## src/rtl/adcrd_pkg.sv

```systemverilog
package adcrd_pkg;

  typedef enum logic [2:0] {
    ST_IDLE,
    ST_SETUP,
    ST_LOW,
    ST_HIGH,
    ST_GAP
  } seq_state_e;

  // Slots per frame: lead, id, ignored, result, trailing.
  function automatic int frame_len(input int res_bits);
    return res_bits + 4;
  endfunction

  function automatic int cnt_width(input int a, input int b, input int c);
    int m;
    m = (a > b) ? a : b;
    m = (m > c) ? m : c;
    return $clog2(m + 1);
  endfunction

  function automatic logic frame_bad(input logic lead, input logic id,
                                     input logic expect_id);
    return lead | (id ^ expect_id);
  endfunction

endpackage

```

## src/rtl/adcrd_rate.sv

```systemverilog
module adcrd_rate #(
  parameter int PER_W = 16
) (
  input  logic             clk,
  input  logic             rst_n,
  input  logic             auto_en_i,
  input  logic [PER_W-1:0] period_i,
  input  logic             launch_i,
  output logic             auto_due_o
);
  logic [PER_W-1:0] per_cnt;
  logic             per_sat;

  assign per_sat    = (per_cnt == '1);
  assign auto_due_o = auto_en_i && (per_cnt >= period_i);

  always_ff @(posedge clk) begin
    if (!rst_n)        per_cnt <= '1;
    else if (launch_i) per_cnt <= PER_W'(1);
    else if (!per_sat) per_cnt <= per_cnt + 1'b1;
  end

  // the count restarts at each launch, so a launch never sees a stale count
  p_restart_r11: assert property (@(posedge clk) disable iff (!rst_n)
    launch_i |=> per_cnt == PER_W'(1));

endmodule

```

## src/rtl/adcrd_seq.sv

```systemverilog
module adcrd_seq
  import adcrd_pkg::*;
#(
  parameter int FRAME     = 16,
  parameter int HALF_DIV  = 5,
  parameter int SETUP_CYC = 1,
  parameter int QUIET_CYC = 2
) (
  input  logic clk,
  input  logic rst_n,
  input  logic launch_i,
  input  logic chan_req_i,
  output logic cs_n_o,
  output logic sclk_o,
  output logic din_o,
  output logic sample_o,
  output logic publish_o,
  output logic idle_o
);
  localparam int CW = cnt_width(HALF_DIV, SETUP_CYC, QUIET_CYC);
  localparam int EW = $clog2(FRAME + 1);

  seq_state_e    st;
  logic [CW-1:0] cnt;
  logic [EW-1:0] edges;
  logic          chan_q;
  logic          cnt_zero;
  logic          last_edge;
  logic [CW-1:0] since_cs;
  logic [CW-1:0] quiet_cnt;

  assign cnt_zero  = (cnt == '0);
  assign last_edge = (edges == EW'(FRAME));
  assign sample_o  = cnt_zero && ((st == ST_SETUP) || (st == ST_HIGH && !last_edge));
  assign publish_o = cnt_zero && (st == ST_HIGH) && last_edge;
  assign idle_o    = (st == ST_IDLE);

  always_ff @(posedge clk) begin
    if (!rst_n) begin
      st     <= ST_IDLE;
      cnt    <= '0;
      edges  <= '0;
      chan_q <= 1'b0;
      cs_n_o <= 1'b1;
      sclk_o <= 1'b1;
      din_o  <= 1'b0;
    end else begin
      case (st)
        ST_IDLE: if (launch_i) begin
          st     <= ST_SETUP;
          cs_n_o <= 1'b0;
          cnt    <= CW'(SETUP_CYC - 1);
          edges  <= '0;
          chan_q <= chan_req_i;
          din_o  <= 1'b0;
        end
        ST_SETUP: if (cnt_zero) begin
          st     <= ST_LOW;
          sclk_o <= 1'b0;
          edges  <= edges + 1'b1;
          cnt    <= CW'(HALF_DIV - 1);
        end else cnt <= cnt - 1'b1;
        ST_LOW: if (cnt_zero) begin
          st     <= ST_HIGH;
          sclk_o <= 1'b1;
          cnt    <= CW'(HALF_DIV - 1);
          din_o  <= (edges == EW'(1)) ? chan_q : 1'b0;
        end else cnt <= cnt - 1'b1;
        ST_HIGH: if (cnt_zero) begin
          if (last_edge) begin
            st     <= ST_GAP;
            cs_n_o <= 1'b1;
            cnt    <= CW'(QUIET_CYC - 1);
          end else begin
            st     <= ST_LOW;
            sclk_o <= 1'b0;
            edges  <= edges + 1'b1;
            cnt    <= CW'(HALF_DIV - 1);
          end
        end else cnt <= cnt - 1'b1;
        ST_GAP: if (cnt_zero) st <= ST_IDLE;
                else cnt <= cnt - 1'b1;
        default: st <= ST_IDLE;
      endcase
    end
  end

  // Observation counters for the timing properties below.
  always_ff @(posedge clk) begin
    if (!rst_n) begin
      since_cs  <= '0;
      quiet_cnt <= '1;
    end else begin
      since_cs  <= cs_n_o ? '0 : ((since_cs == '1) ? since_cs : since_cs + 1'b1);
      quiet_cnt <= sample_o ? '0 : ((quiet_cnt == '1) ? quiet_cnt : quiet_cnt + 1'b1);
    end
  end

  p_sclk_idle_r2: assert property (@(posedge clk) disable iff (!rst_n)
    cs_n_o |-> sclk_o);

  p_setup_lead_r2: assert property (@(posedge clk) disable iff (!rst_n)
    ($fell(sclk_o) && edges == EW'(1)) |-> since_cs >= CW'(SETUP_CYC));

  p_edge_count_r3: assert property (@(posedge clk) disable iff (!rst_n)
    $rose(cs_n_o) |-> edges == EW'(FRAME));

  p_din_slot_r4: assert property (@(posedge clk) disable iff (!rst_n)
    din_o |-> (!cs_n_o && (edges == EW'(1) || edges == EW'(2))));

  p_quiet_gap_r6: assert property (@(posedge clk) disable iff (!rst_n)
    $fell(cs_n_o) |-> quiet_cnt >= CW'(QUIET_CYC));

endmodule

```

## src/rtl/adcrd_capture.sv

```systemverilog
module adcrd_capture
  import adcrd_pkg::*;
#(
  parameter int RES_BITS = 12
) (
  input  logic                clk,
  input  logic                rst_n,
  input  logic                launch_i,
  input  logic                chan_req_i,
  input  logic                sample_i,
  input  logic                dout_i,
  input  logic                publish_i,
  input  logic                ready_i,
  output logic                valid_o,
  output logic [RES_BITS-1:0] data_o,
  output logic                chan_o,
  output logic                err_o
);
  localparam int FRAME = frame_len(RES_BITS);
  localparam int ID_AT = RES_BITS + 2;
  localparam int LD_AT = RES_BITS + 3;

  logic [FRAME-1:0] shreg;
  logic             cur_req;
  logic             prev_req;

  always_ff @(posedge clk) begin
    if (!rst_n) begin
      shreg    <= '0;
      cur_req  <= 1'b0;
      prev_req <= 1'b0;
      valid_o  <= 1'b0;
      data_o   <= '0;
      chan_o   <= 1'b0;
      err_o    <= 1'b0;
    end else begin
      if (sample_i) shreg <= {shreg[FRAME-2:0], dout_i};
      if (launch_i) begin
        prev_req <= cur_req;
        cur_req  <= chan_req_i;
      end
      if (publish_i) begin
        valid_o <= 1'b1;
        data_o  <= shreg[RES_BITS:1];
        chan_o  <= shreg[ID_AT];
        err_o   <= frame_bad(shreg[LD_AT], shreg[ID_AT], prev_req);
      end else if (valid_o && ready_i) begin
        valid_o <= 1'b0;
      end
    end
  end

  p_no_overwrite_r9: assert property (@(posedge clk) disable iff (!rst_n)
    publish_i |-> !valid_o);

  p_hold_r9: assert property (@(posedge clk) disable iff (!rst_n)
    (valid_o && !ready_i) |=> (valid_o && $stable(data_o) && $stable(chan_o) && $stable(err_o)));

  p_drop_r9: assert property (@(posedge clk) disable iff (!rst_n)
    (valid_o && ready_i && !publish_i) |=> !valid_o);

endmodule

```

## src/rtl/dual_adc_reader.sv

```systemverilog
module dual_adc_reader
  import adcrd_pkg::*;
#(
  parameter int RES_BITS  = 12,
  parameter int HALF_DIV  = 5,
  parameter int SETUP_CYC = 1,
  parameter int QUIET_CYC = 2,
  parameter int PER_W     = 16
) (
  input  logic                clk,
  input  logic                rst_n,
  input  logic                start_i,
  input  logic                auto_en_i,
  input  logic [PER_W-1:0]    period_i,
  input  logic                chan_req_i,
  output logic                adc_cs_n_o,
  output logic                adc_sclk_o,
  output logic                adc_din_o,
  input  logic                adc_dout_i,
  output logic                res_valid_o,
  input  logic                res_ready_i,
  output logic [RES_BITS-1:0] res_data_o,
  output logic                res_chan_o,
  output logic                res_err_o
);
  localparam int FRAME = frame_len(RES_BITS);

  logic seq_idle;
  logic auto_due;
  logic slot_free;
  logic launch;
  logic sample_stb;
  logic publish;

  assign slot_free = !res_valid_o || res_ready_i;
  assign launch    = seq_idle && slot_free && (start_i || auto_due);

  adcrd_rate #(.PER_W(PER_W)) rate_i (
    .clk(clk), .rst_n(rst_n), .auto_en_i(auto_en_i), .period_i(period_i),
    .launch_i(launch), .auto_due_o(auto_due)
  );

  adcrd_seq #(
    .FRAME(FRAME), .HALF_DIV(HALF_DIV), .SETUP_CYC(SETUP_CYC), .QUIET_CYC(QUIET_CYC)
  ) seq_i (
    .clk(clk), .rst_n(rst_n), .launch_i(launch), .chan_req_i(chan_req_i),
    .cs_n_o(adc_cs_n_o), .sclk_o(adc_sclk_o), .din_o(adc_din_o),
    .sample_o(sample_stb), .publish_o(publish), .idle_o(seq_idle)
  );

  adcrd_capture #(.RES_BITS(RES_BITS)) cap_i (
    .clk(clk), .rst_n(rst_n), .launch_i(launch), .chan_req_i(chan_req_i),
    .sample_i(sample_stb), .dout_i(adc_dout_i), .publish_i(publish),
    .ready_i(res_ready_i), .valid_o(res_valid_o), .data_o(res_data_o),
    .chan_o(res_chan_o), .err_o(res_err_o)
  );

  // start while busy never opens a frame
  p_refuse_r10: assert property (@(posedge clk) disable iff (!rst_n)
    (start_i && !seq_idle) |=> !$fell(adc_cs_n_o));

endmodule

```

## config.mk

```make
export PLATFORM = sky130hd
export DESIGN_NAME = dual_adc_reader
export DESIGN_NICKNAME = d
export VERILOG_FILES = /design/src/rtl/adcrd_pkg.sv /design/src/rtl/adcrd_rate.sv /design/src/rtl/adcrd_seq.sv /design/src/rtl/adcrd_capture.sv /design/src/rtl/dual_adc_reader.sv
export SDC_FILE = /design/constraint.sdc
export NUM_CORES = 1
export LEC_CHECK = 0
export CAP_MARGIN = 40
export CORE_ASPECT_RATIO = 0.6
export CORE_UTILIZATION = 56
export DETAILED_ROUTE_END_ITERATION = 6
export PLACE_DENSITY = 0.9
export SLEW_MARGIN = 10
export SYNTH_ARGS = -nofsm -noshare
export SYNTH_HDL_FRONTEND = slang
export SYNTH_HIERARCHICAL = 1
export SYNTH_SLANG_ARGS = --single-unit
```

## constraint.sdc

```tcl
create_clock -name clk -period 3.2 [get_ports clk]
set_clock_uncertainty 0.05 [all_clocks]
set_input_delay 0.32 -clock clk [delete_from_list [all_inputs] [get_ports clk]]
set_output_delay 0.32 -clock clk [all_outputs]
set_load 0.005 [all_outputs]
```

# Yosys cells after proc, flatten, opt, wreduce, memory -nomap -nowiden
# Cells that the tools add are included.
[totals] ff_bits=64
[op_classes] add_sub_neg=3 order_cmp=1 n_eq_ne=16 n_mux=34 bitwise_logic=3 n_reduce_logical=30
[op_table] operator="$mux W3" count=11
[op_table] operator="$mux W16" count=2
[op_table] operator="$mux W5" count=4
[op_table] operator="$add A16 B1 Y16 const B" count=1
[op_table] operator="$eq A16 B16 Y1 const B" count=1
[op_table] operator="$ge A16 B16 Y1" count=1
[op_table] operator="$pmux W3 S5" count=1
[op_table] operator="$pmux W5 S3" count=1
[op_table] operator="$reduce_and A5 Y1" count=3
[op_table] operator="$ne A2 B1 Y1 const B" count=7
[op_table] operator="$pmux W3 S4" count=1
[op_table] operator="$mux W1" count=11
[op_table] operator="$logic_and A1 B1 Y1" count=8
[op_table] operator="$eq A3 B2 Y1 const B" count=2
[op_table] operator="$logic_not A3 Y1" count=2
[op_table] operator="$reduce_and A3 Y1" count=2
[op_table] operator="$reduce_bool A2 Y1" count=3
[op_table] operator="$reduce_bool A3 Y1" count=2
[op_table] operator="$add A5 B1 Y5 const B" count=1
[op_table] operator="$eq A5 B1 Y1 const B" count=1
[op_table] operator="$eq A5 B5 Y1 const B" count=1
[op_table] operator="$ne A2 B2 Y1 const B" count=2
[op_table] operator="$pmux W1 S2" count=2
[op_table] operator="$reduce_and A4 Y1" count=1
[op_table] operator="other kinds (12)" count=16

# Longest topological paths before layout
[logic_depth] depth_word=6 depth_mapped=12 depth_no_buf=11

# By module
# The synthesis kept the hierarchy.
[by_module_without_submodules] module="adcrd_rate" instances=1 cells_per_inst=164 area_each_um2=1280.0 seq_area_each_um2=320.3
[by_module_without_submodules] module="adcrd_capture" instances=1 cells_per_inst=108 area_each_um2=1276.2 seq_area_each_um2=660.6
[by_module_without_submodules] module="adcrd_seq" instances=1 cells_per_inst=121 area_each_um2=970.9 seq_area_each_um2=300.3
[by_module_without_submodules] module="dual_adc_reader" instances=1 cells_per_inst=2 area_each_um2=15.0 seq_area_each_um2=0.0

# Least setup slack after synthesis
# Ideal clock, no wire load.
[synth_path] path_kind="register -> register" startpoint="register rate_i.per_cnt[0]" endpoint="register rate_i.per_cnt[5]" arrival_time_ns=2.364 path_slack_ns=0.642 stages_incl_launch_ff=13 path_cell_list="dfxtp_1 > inv_1 > ha_1 > nor2b_1 > o21ai_0 > a41oi_1 > o21ai_0 > o221a_1 > clkbuf_1 > clkbuf_1 > o31ai_1 > a31oi_1 > o311ai_0"
[synth_via] elab_chain_cells=5 word_cells_on_any_way=9 classes_between="add/sub: 1; order compare: 1; eq/ne: 2; mux: 2; reduce/logical: 3"
[synth_lines] element="from (decl)" line="adcrd_rate.sv:11" source="logic [PER_W-1:0] per_cnt;"
[synth_lines] element="from (signal assigned)" line="adcrd_rate.sv:20" source="else if (!per_sat) per_cnt <= per_cnt + 1'b1;"
[synth_lines] element="$ge A16 B16 Y1 *" line="adcrd_rate.sv:15" source="assign auto_due_o = auto_en_i && (per_cnt >= period_i);"
[synth_lines] element="$logic_and A1 B1 Y1 *" line="adcrd_rate.sv:15"
[synth_lines] element="named net auto_due" line="dual_adc_reader.sv:29" source="logic auto_due;"
[synth_lines] element="$logic_or A1 B1 Y1 *" line="dual_adc_reader.sv:36" source="assign launch = seq_idle && slot_free && (start_i || auto_due);"
[synth_lines] element="$logic_and A1 B1 Y1 *" line="dual_adc_reader.sv:36"
[synth_lines] element="named net launch" line="dual_adc_reader.sv:31" source="logic launch;"
[synth_lines] element="$ne A2 B1 Y1 (no source line) or $mux W16 (tied branches)"
# Mark *: on every way through the listed nets, which the timed path passes. The rest lies on a longest branch. The select of a mux whose other input is x is not followed.
# A chain may end at the register's enable or synchronous reset.

# Worst setup path in the final report
[layout_path] startpoint="input port period_i[2]" endpoint="register rate_i.per_cnt[8]"
[layout_via] elab_chain_cells=5 word_cells_on_any_way=6 classes_between="order compare: 1; eq/ne: 1; mux: 1; reduce/logical: 3"
[layout_lines] element="from (decl)" line="dual_adc_reader.sv:14" source="input logic [PER_W-1:0] period_i,"
[layout_lines] element="$ge A16 B16 Y1 *" line="adcrd_rate.sv:15"
[layout_lines] element="$logic_and A1 B1 Y1 *" line="adcrd_rate.sv:15"
[layout_lines] element="named net auto_due" line="dual_adc_reader.sv:29"
[layout_lines] element="$logic_or A1 B1 Y1 *" line="dual_adc_reader.sv:36"
[layout_lines] element="$logic_and A1 B1 Y1 *" line="dual_adc_reader.sv:36"
[layout_lines] element="named net launch" line="dual_adc_reader.sv:31"
[layout_lines] element="$ne A2 B1 Y1 (no source line) or $mux W16 (tied branches)"
# Mark *: on every way through the listed nets, which the timed path passes. The rest lies on a longest branch.

==> flow_metrics.tcl <==
set metrics [dict create \
    grt_start_max_net_pins 29 \
    fin_util 0.697 \
    initial_core_util 0.580 \
    vias 3086 \
    core_area_mm2 0.00611 \
    clockRootBuffer "clkbuf_8" \
    wirelength_um 8110 \
    crit_path_max_incr_delay_ns 0.54 \
    cts_setup_buffers 0 \
    cts_tree "built" \
    fp.dieH_um 63.6 \
    relSlewSlack 0.549 \
    synth_top_family_by_area "simple AND/OR/NAND/NOR gates" \
    die_x_um 105 \
    area_delta_synth_final_pct 20.2 \
    synth_compound_area_frac 0.119 \
    wl_per_cell_um 15.4 \
    n_antenna_cell 0 \
    synth-seq-cells 64 \
    num_rows 22 \
    critical_path.max_fanout 23 \
    antenna_found_initial 0 \
    ys_types 59 \
    cts-hold-fix-buffers 0 \
    antenna_left 0 \
    synth_xor_area_frac 0.00495 \
    drive_gt1_frac 0.0856 \
    hpwlAfterDp_um 5550 \
    worst_hold_path_type "flop to flop" \
    gp_congestion 0.881 \
    cp.required_ns 3.44 \
    crit_type "primary input to flop" \
    crit_chain "clkdlybuf4s50_1, inv_1, ha_1, a211oi_1, o21ai_0, a41oi_1, o21ai_0, o221a_1, buf_4, or4_1, nand3_1" \
    timing.fmax_mhz 352 \
    clkLatencyLatePin_ns 0.35 \
    nNetsFinal 484 \
    peakVddDrop_v 0.000539 \
    cts.clk_slew.worst_paths_ns 0.08 \
    yosys.area_share.simple 0.249 \
    synth-edff-count 0 \
    overflow 0 \
    synthArstFlopShare 0 \
    fin_crit_sh 0.887 \
    p_leak_nw 1.65 \
    finalSetupTns_ns 0 \
    numPortBuffers 40 \
    viasPerCell 5.84 \
    drt_iter0_markers 222 \
    die-area_mm2 0.00666 \
    status "finished, final reports clean" \
    grt_first_pass_wirelength_um 13600 \
    hold_viol 0 \
    cts_max_level 3 \
    setup_viol 0 \
    ys_seq_area_frac 0.362 \
    yosys.area_share.adder 0.0777 \
    grt_use_total 0.256 \
    rsz0062_at_grt "no" \
    critPathArrivalTime_ns 3.08 \
    final_max_slew_viol_count 0 \
    clock_path_buffers 2 \
    dr.pass1.iters 5 \
    yosys-mux-area-fraction 0.122 \
    cts_made_buffers 9 \
    worst_pin_slew_ns 0.676 \
    power_density_mw_per_mm2 778 \
    syn_avg_cell_area_um2 8.97 \
    period_minus_slack_ns 2.84 \
    yosys_warnings 6 \
    cts_resized 0 \
    drc 0 \
    worst_setup_path_end_kind "flop" \
    synth_fp_nets 440 \
    cp_slowest_cell "or4_1" \
    ys.flop_type "dfxtp_1" \
    syn_inst 395 \
    ios 41 \
    start_kind "primary input" \
    maxCapViolCount 0 \
    synth_area_mm2 0.00354 \
    critPathMostFrequentCell "o21ai_0" \
    cts_sinks 64 \
    first_global_vias 2893 \
]
==> worst paths after layout <==
path | startpoint | endpoint | slack, ns | depth (start not counted)
worst max-delay path | period_i[2] | rate_i/per_cnt[8]$_SDFFE_PN1P_ | 0.36 | 11
worst min-delay path | cap_i/shreg[15]$_SDFFE_PN0P_ | cap_i/err_o$_SDFFE_PN0P_ | 0.44 | 2
worst max register to register | rate_i/per_cnt[2]$_SDFFE_PN1P_ | rate_i/per_cnt[8]$_SDFFE_PN1P_ | 0.39 | 9
worst min register to register | cap_i/shreg[15]$_SDFFE_PN0P_ | cap_i/err_o$_SDFFE_PN0P_ | 0.44 | 2
==> sequential cells by signal, summed over array words and instances (netlist names), 3 cells and up <==
name,count
cap_i/data_o,12
cap_i/shreg,16
rate_i/per_cnt,16
seq_i/cnt,3
seq_i/edges,5
seq_i/st,3
==> synth_stat cells, drive strengths merged, types with 5 or more instances <==
library cell,n,area share
nand2b,5,0.0088
ha,22,0.078
nor2b,41,0.072
nor4,7,0.017
clkbuf,9,0.0095
buf,8,0.024
nand3,15,0.023
a31oi,5,0.0088
a21oi,14,0.020
nor2,15,0.017
nor3,10,0.016
mux2i,42,0.12
dfxtp,64,0.36
nand4,11,0.024
inv,31,0.033
o21ai,15,0.021
nand2,32,0.034
==> routing by layer <==
layer | up-vias | routed length, µm | GRT usage
met5 | - | 0 | 0
met4 | 0 | 180 | 0.0986
met3 | 22 | 626 | 0.0766
met2 | 144 | 3720 | 0.409
met1 | 1428 | 3590 | 0.328
li1 | 1492 | - | -
==> stage by stage <==
stage	worst slack [ns]	hold WS [ns]	instances	total power, mW	area (µm²)
2_1_floorplan	0.642	0.346	395	2.08	3540
3_3_place_gp	0.170	0.403	512	2.32	4010
3_5_place_dp	0.0458	0.415	512	2.40	4010
4_1_cts	0.415	0.437	528	3.29	4260
5_1_grt	0.205	0.463	528	3.50	4260
6_report	0.363	0.435	528	3.31	4260
==> critical path, delay by kind of cell <==
kind	cells	cell delay (ns)
AND/OR/NAND/NOR	2	0.65
AO/OA/AOI/OAI	5	1.09
adder cells (fa/ha/maj)	1	0.30
buffers and inverters	3	0.73
==> cells by family (layout without fill, tap and decap cells) <==
group	Yosys count	in the layout
and+or+nand+nor	153	153
DFF	64	64
AOI/OAI and AO/OA	63	63
buffers and inverters	48	97
muxes	43	43
adders and majority gates	22	22
xor gates and xnor gates	2	2
==> cell type report <==
cell class                 count  area (µm²)
tap                           84         105
inverter                      31         116
fill                         424        1850
sequential                    64        1280
multi-input combinational    283        2030
timing repair buffer          50         475
clock inverter                 7         125
clock buffer                   9         124
==> cell usage in the layout, fill, tap and decap left out, types with 3 or more instances in the layout <==
master	instances
nand2b_1	5
and3_1	3
o21ai_0	14
a211oi_1	4
nand3_1	14
nor4_1	5
nand2_1	32
bufinv_16	3
nor2b_1	41
a31oi_1	5
nor2_1	14
o31ai_1	4
clkdlybuf4s50_1	40
inv_1	31
mux2i_1	42
nand4_1	10
nor3_1	9
inv_6	3
buf_4	10
o41ai_1	3
ha_1	22
a21oi_1	14
clkbuf_8	9
dfxtp_1	64
==> power breakdown <==
group          internal (mW)  leakage, nW  switching, mW  total (mW)
Combinational          0.556         1.00          0.747        1.30
Sequential             0.930        0.523          0.204        1.13
Clock                  0.527        0.125          0.349       0.876
Total                   2.01         1.65           1.30        3.31
Power figures use the tool's default switching activity.
